File: src/rtl/pcb_pkg.sv
package pcb_pkg;

  localparam int OP_W   = 8;
  localparam int NIB_W  = 4;
  localparam int PAGE_W = 8;

  typedef enum logic [2:0] {
    BR_SEQ,
    BR_COND,
    BR_LONG,
    BR_CALL,
    BR_SKIPZ,
    BR_INDIR,
    BR_RET
  } br_kind_e;

  localparam logic [NIB_W-1:0] OPF_COND  = 4'h1;
  localparam logic [NIB_W-1:0] OPF_PAIR  = 4'h2;
  localparam logic [NIB_W-1:0] OPF_FETCH = 4'h3;
  localparam logic [NIB_W-1:0] OPF_LONG  = 4'h4;
  localparam logic [NIB_W-1:0] OPF_CALL  = 4'h5;
  localparam logic [NIB_W-1:0] OPF_SKIPZ = 4'h7;
  localparam logic [NIB_W-1:0] OPF_RET   = 4'hC;

endpackage

File: src/rtl/pcb_decode.sv
module pcb_decode
  import pcb_pkg::*;
(
  input  logic [OP_W-1:0] op,
  output br_kind_e        kind,
  output logic            two_byte
);

  logic [NIB_W-1:0] opf;
  logic             mod0;

  assign opf  = op[OP_W-1:NIB_W];
  assign mod0 = op[0];

  always_comb begin
    kind     = BR_SEQ;
    two_byte = 1'b0;
    case (opf)
      OPF_COND: begin
        kind     = BR_COND;
        two_byte = 1'b1;
      end
      OPF_PAIR: begin
        two_byte = ~mod0;
      end
      OPF_FETCH: begin
        if (mod0) kind = BR_INDIR;
      end
      OPF_LONG: begin
        kind     = BR_LONG;
        two_byte = 1'b1;
      end
      OPF_CALL: begin
        kind     = BR_CALL;
        two_byte = 1'b1;
      end
      OPF_SKIPZ: begin
        kind     = BR_SKIPZ;
        two_byte = 1'b1;
      end
      OPF_RET: begin
        kind = BR_RET;
      end
      default: begin
        kind     = BR_SEQ;
        two_byte = 1'b0;
      end
    endcase
  end

endmodule

File: src/rtl/pcb_cond.sv
module pcb_cond
  import pcb_pkg::*;
(
  input  logic [NIB_W-1:0] cond,
  input  logic             acc_zero,
  input  logic             carry,
  input  logic             test_in,
  output logic             take
);

  logic any_hit;

  always_comb begin
    any_hit = 1'b0;
    if (cond[2] && acc_zero) any_hit = 1'b1;
    if (cond[1] && carry)    any_hit = 1'b1;
    if (cond[0] && !test_in) any_hit = 1'b1;
    take = any_hit ^ cond[3];
  end

endmodule

File: src/rtl/pcb_stack.sv
module pcb_stack #(
  parameter int ADDR_W = 12,
  parameter int DEPTH  = 3
) (
  input  logic              clk,
  input  logic              rst_n,
  input  logic              push,
  input  logic              pop,
  input  logic [ADDR_W-1:0] push_addr,
  output logic [ADDR_W-1:0] top_addr
);

  localparam int PTR_W = (DEPTH > 1) ? $clog2(DEPTH) : 1;
  localparam logic [PTR_W-1:0] LAST = PTR_W'(DEPTH - 1);

  logic [PTR_W-1:0]  ptr_q;
  logic [PTR_W-1:0]  ptr_inc;
  logic [PTR_W-1:0]  ptr_dec;
  logic [ADDR_W-1:0] slot_q [DEPTH];

  assign ptr_inc  = (ptr_q == LAST) ? '0 : ptr_q + 1'b1;
  assign ptr_dec  = (ptr_q == '0) ? LAST : ptr_q - 1'b1;
  assign top_addr = slot_q[ptr_dec];

  always_ff @(posedge clk or negedge rst_n) begin
    if (!rst_n) begin
      ptr_q <= '0;
    end else if (push) begin
      ptr_q <= ptr_inc;
    end else if (pop) begin
      ptr_q <= ptr_dec;
    end
  end

  for (genvar g = 0; g < DEPTH; g++) begin : g_slot
    always_ff @(posedge clk or negedge rst_n) begin
      if (!rst_n) begin
        slot_q[g] <= '0;
      end else if (push && (ptr_q == PTR_W'(g))) begin
        slot_q[g] <= push_addr;
      end
    end
  end

endmodule

File: src/rtl/pc_branch_unit.sv
module pc_branch_unit
  import pcb_pkg::*;
#(
  parameter int ADDR_W      = 12,
  parameter int STACK_DEPTH = 3
) (
  input  logic              clk,
  input  logic              rst_n,
  input  logic              ins_valid,
  output logic              ins_ready,
  input  logic [7:0]        ins_op,
  input  logic [7:0]        ins_arg,
  input  logic [7:0]        pair_val,
  input  logic              reg_zero,
  input  logic              carry,
  input  logic              acc_zero,
  input  logic              test_in,
  output logic [ADDR_W-1:0] fetch_addr,
  output logic              ins_two_byte,
  output logic              ret_valid,
  input  logic              ret_ready,
  output logic [3:0]        ret_data
);

  localparam int HI_W = ADDR_W - PAGE_W;

  br_kind_e          kind;
  logic              cond_take;
  logic              accept;
  logic [ADDR_W-1:0] pc_q;
  logic [ADDR_W-1:0] pc_d;
  logic [ADDR_W-1:0] seq_addr;
  logic [HI_W-1:0]   page;
  logic [ADDR_W-1:0] long_tgt;
  logic [ADDR_W-1:0] stk_top;
  logic              stk_push;
  logic              stk_pop;
  logic              slot_v_q;
  logic [NIB_W-1:0]  slot_d_q;

  pcb_decode u_dec (
    .op       (ins_op),
    .kind     (kind),
    .two_byte (ins_two_byte)
  );

  pcb_cond u_cond (
    .cond     (ins_op[NIB_W-1:0]),
    .acc_zero (acc_zero),
    .carry    (carry),
    .test_in  (test_in),
    .take     (cond_take)
  );

  pcb_stack #(
    .ADDR_W (ADDR_W),
    .DEPTH  (STACK_DEPTH)
  ) u_stk (
    .clk       (clk),
    .rst_n     (rst_n),
    .push      (stk_push),
    .pop       (stk_pop),
    .push_addr (seq_addr),
    .top_addr  (stk_top)
  );

  assign ins_ready = !(slot_v_q && !ret_ready);
  assign accept    = ins_valid && ins_ready;
  assign seq_addr  = pc_q + (ins_two_byte ? ADDR_W'(2) : ADDR_W'(1));
  assign page      = seq_addr[ADDR_W-1:PAGE_W];
  assign long_tgt  = ADDR_W'({ins_op[NIB_W-1:0], ins_arg});
  assign stk_push  = accept && (kind == BR_CALL);
  assign stk_pop   = accept && (kind == BR_RET);

  always_comb begin
    pc_d = seq_addr;
    unique case (kind)
      BR_COND:  if (cond_take) pc_d = {page, ins_arg};
      BR_SKIPZ: if (reg_zero)  pc_d = {page, ins_arg};
      BR_INDIR: pc_d = {page, pair_val};
      BR_LONG,
      BR_CALL:  pc_d = long_tgt;
      BR_RET:   pc_d = stk_top;
      default:  pc_d = seq_addr;
    endcase
  end

  always_ff @(posedge clk or negedge rst_n) begin
    if (!rst_n) begin
      pc_q <= '0;
    end else if (accept) begin
      pc_q <= pc_d;
    end
  end

  always_ff @(posedge clk or negedge rst_n) begin
    if (!rst_n) begin
      slot_v_q <= 1'b0;
      slot_d_q <= '0;
    end else if (stk_pop) begin
      slot_v_q <= 1'b1;
      slot_d_q <= ins_op[NIB_W-1:0];
    end else if (ret_ready) begin
      slot_v_q <= 1'b0;
    end
  end

  assign fetch_addr = pc_q;
  assign ret_valid  = slot_v_q;
  assign ret_data   = slot_d_q;

endmodule

File: config.mk
export PLATFORM = sky130hd
export DESIGN_NAME = pc_branch_unit
export DESIGN_NICKNAME = d
export VERILOG_FILES = /design/src/rtl/pcb_pkg.sv /design/src/rtl/pcb_decode.sv /design/src/rtl/pcb_cond.sv /design/src/rtl/pcb_stack.sv /design/src/rtl/pc_branch_unit.sv
export SDC_FILE = /design/constraint.sdc
export NUM_CORES = 1
export LEC_CHECK = 0
export BUFFER_PORTS_ARGS = -buffer_cell sky130_fd_sc_hd__buf_4
export CORE_MARGIN = 3
export CORE_UTILIZATION = 46
export CTS_CLUSTER_DIAMETER = 150
export DETAILED_ROUTE_END_ITERATION = 8
export PLACE_DENSITY = 0.74
export SETUP_SLACK_MARGIN = 0.3
export SLEW_MARGIN = 30
export SYNTH_ARGS = -nofsm -noshare
export SYNTH_HDL_FRONTEND = slang
export SYNTH_SLANG_ARGS = --single-unit
File: constraint.sdc
create_clock -name clk -period 4.2 [get_ports clk]
set_input_delay 0 -clock clk [delete_from_list [all_inputs] [get_ports clk]]
set_output_delay 0 -clock clk [all_outputs]
set_load 0.05 [all_outputs]
==> summary.txt <==
Run status
  • Run status: complete, no violations

Routing
  • Drt total wl: 10.3 mm
  • # DRC: 0
  • Drt pass-1 iters: 7
  • Vias post-DR: 3367
  • Via-per-instance ratio: 6.29
  • Antenna-violating nets left: 0
  • Wire length per cell after detailed routing: 19.2 um
  • Count of routing violations after the opening detailed-route iteration: 281

Critical path
  • CP delay by family, top: adder cells
  • Worst-path fanout max: 17
  • Delay of the slowest cell on the worst path: 0.84 ns
  • Buffers and inverters on the worst path: 1
  • Sort of element at the start of the critical path: flip-flop
  • Endpoint class of the critical path: flip-flop
  • Worst Path Class, Setup: flip-flop to flip-flop
  • Cell Chain, Critical Path: inv_1 -> ha_1 -> mux2i_1 -> o2bb2ai_1 -> a221oi_1 -> a21oi_1 -> a221o_1
  • Data arrival time of the worst path: 2.78 ns
  • Slowest library cell on the worst path: ha_1
  • CP required: 4.40 ns

Clock tree
  • TritonCTS clock tree: done
  • Number of buffers inserted by post-CTS setup repair: 0
  • H-tree levels: 2
  • Clock transition at path regs: 0.10 ns
  • Root buffer cell: clkbuf_8
  • Total number of clock tree sinks: 55
  • Clock insertion delay at the later pin of the skew report: 0.31 ns
  • Max Root-Sink Buffers: 2
  • Clock buffer count from CTS: 5

Power
  • Peak ir drop on the vdd network: 0.000331 V
  • Overall power of the completed layout: 2.15 mW
  • Leakage: 1.78 nW
  • Total power divided by cell area: 526 nW/um^2

Die
  • Starting utilization of the core area: 0.484
  • Die outline height: 94.0 um
  • Number of rows in the core area: 31
  • Boundary Pins: 51
  • Overall die area: 8840 um^2
  • Area of the core: 7370 um^2
  • Die Width: 94.0 um

Synth
  • Multiplexer share of the synthesized area: 0.0744
  • Post-Synthesis Net Count: 440
  • Area fraction in compound gates after synthesis: 0.242
  • Synthesized instance count: 399
  • Main flop type after synthesis: dfrtp_1
  • Mapped cell area: 3560 um^2
  • Synth cell types: 68
  • Average cell area after synthesis: 8.93 um^2
  • Sequential cell area fraction in the yosys report: 0.386
  • Count of state elements after synthesis: 55
  • Combinational family with the most area after synthesis: compound AO/OA/AOI/OAI gates
  • Warning count from the yosys run: 0
  • Share of the synthesized netlist area taken by xor and xnor gates: 0.0270
  • Simple-gate area share of the yosys netlist: 0.184
  • Post-synthesis async set-or-reset flop share: 1.00
  • Post-synthesis share of cell area spent on full adders, half adders and majority gates: 0.0337
  • Number of flops mapped to enable cells by yosys: 0

Timing
  • Slew at the pin with the worst max-slew slack: 0.828 ns
  • Part of the cycle the worst path needs: 0.614
  • Setup tns final: 0 ns
  • Top achievable clock speed: 388 MHz
  • Time the final worst path needs with I/O delays and setup: 2.58 ns
  • Count of final setup violators: 0
  • Rel. slew slack: 0.448
  • Final hold violations: 0
  • Max-slew violation count: 0
  • Maximum clock skew at final layout: 0.00649 ns
  • Unrepaired setup endpoints after global routing: false

Placed design
  • HPWL Detailed: 7.51 mm
  • Port buffer count: 50
  • Routability-driven placement congestion ratio: 0.948

Cells and area
  • Final core utilization: 0.554
  • Count of antenna diodes in the layout: 0
  • Share of post-route cells with drive strength above 1: 0.206
  • Nets: 476
  • Post-synthesis to final-layout area growth: 14.6%
  • Number of fill cells: 705

GRT
  • Antenna violations before repair: 0
  • Via count of the first global-routing pass: 3108
  • Total congestion overflow: 0
  • Wire length of the first global-routing pass: 16.3 mm
  • Largest net degree at the start of global routing: 56
  • Global router's overall resource usage: 0.240

Hold path
  • Worst min path class: primary input to flip-flop

Run
  • Total of max-cap violations: 0
-- cell usage after synthesis (all sizes together), types with 3 or more instances --
| library cell | count | area [um^2] |
|---|---|---|
| nand2 | 58 | 220 |
| o21ai | 56 | 280 |
| dfrtp | 55 | 1380 |
| nor2 | 16 | 62.6 |
| inv | 15 | 56.3 |
| buf | 14 | 77.6 |
| clkbuf | 14 | 55.1 |
| mux2i | 13 | 130 |
| a21oi | 12 | 63.8 |
| mux2 | 12 | 135 |
| nor3 | 11 | 65.1 |
| nand3 | 9 | 55.1 |
| ha | 8 | 100 |
| nand4 | 7 | 43.8 |
| o211ai | 7 | 52.6 |
| xnor2 | 7 | 61.3 |
| a31oi | 6 | 37.5 |
| nand2b | 6 | 37.5 |
| nor2b | 6 | 37.5 |
| o2bb2ai | 5 | 43.8 |
| a2111oi | 4 | 47.6 |
| a221o | 4 | 40.0 |
| xor2 | 4 | 35.0 |
| a222oi | 3 | 30.0 |
| a2bb2oi | 3 | 26.3 |
-- layout by cell type, fill, tap and decap left out, drive strengths merged, types with 5 or more instances in the layout --
cell,instances
o21ai,56
nand2,58
o2bb2ai,5
ha,8
clkbuf,6
nor2,16
inv,15
nor3,11
nor2b,6
nand2b,6
buf,53
mux2i,13
o211ai,7
nand4,7
nand3,9
a31oi,6
mux2,12
xnor2,7
a21oi,12
dfrtp,55
-- metrics by stage --
| stage | area (um^2) | hold slack [ns] | instances | setup WS [ns] |
|---|---|---|---|---|
| after floorplan | 3560 | -0.296 | 399 | 1.57 |
| after global placement | 3950 | 0.0913 | 523 | 1.53 |
| after detailed placement | 3960 | 0.0940 | 523 | 1.38 |
| after CTS | 4080 | 0.0335 | 535 | 1.63 |
| after global routing | 4080 | 0.0561 | 535 | 1.42 |
| final | 4080 | 0.0490 | 535 | 1.62 |
-- final cells by class --
type / instances / area, um^2 / area share
tap: 99 / 124 / 0.0303
timing repair buffer: 57 / 438 / 0.107
clock buffer: 6 / 72.6 / 0.0178
sequential: 55 / 1380 / 0.337
multi-input combinational: 301 / 2000 / 0.491
clock inverter: 2 / 12.5 / 0.00306
inverter: 15 / 56.3 / 0.0138
-- flip-flops by register name, indices dropped and copies added (netlist names) --
name / flops
fetch_addr: 12
ret_valid: 1
ret_data: 4
u_stk.ptr_q: 2
u_stk.slot_q: 36
-- per-layer routing --
metal  share of wire  track usage  wire (um)
met2            0.47        0.361       4770
met4           0.021       0.0770        216
met3           0.093       0.0649        956
met1            0.42        0.336       4310
met5               0            0          0
-- worst min-delay path, stage by stage --
cell and delay, ns:
buf_4 0.10, a2111oi_0 0.09, a31oi_1 0.13
-- where the power goes --
| group | total (mW) | switching, mW | leakage [nW] | internal [mW] |
|---|---|---|---|---|
| clock | 0.289 | 0.172 | 0.0412 | 0.117 |
| combinational | 0.992 | 0.614 | 1.04 | 0.379 |
| sequential | 0.865 | 0.152 | 0.705 | 0.713 |
-- path summary, 6_finish.rpt --
path | startpoint | end | slack [ns] | cells after the start
min reg2reg | u_stk.slot_q[29] | u_stk.slot_q[29] | 0.49 | 2
max | u_stk.ptr_q[1] | fetch_addr[1] | 1.62 | 7
max in group asynchronous | rst_n | ret_data[1] | 3.46 | 2
min | ins_arg[2] | fetch_addr[2] | 0.05 | 3
min in group asynchronous | rst_n | u_stk.slot_q[35] | 0.28 | 2
max reg2reg | u_stk.ptr_q[1] | fetch_addr[1] | 1.62 | 7
-- logic make-up (layout without fill, tap and decap cells) --
| kind of cell | count (synthesis) | in the layout |
|---|---|---|
| multiplexers | 25 | 25 |
| flip-flops | 55 | 55 |
| AND/OR/NAND/NOR | 129 | 129 |
| AO/OA/AOI/OAI | 127 | 127 |
| adder cells (fa/ha/maj) | 9 | 9 |
| buffers and inverters | 43 | 80 |
| XOR/XNOR | 11 | 11 |
-- repair_timing --
action / in CTS / in global routing
hold buffers: 4 / 0
resized for setup: 0 / 0
endpoints found under the setup margin: 0 / 0
hold endpoints to repair: 58 / 0
(Power assumes the default switching activity.)
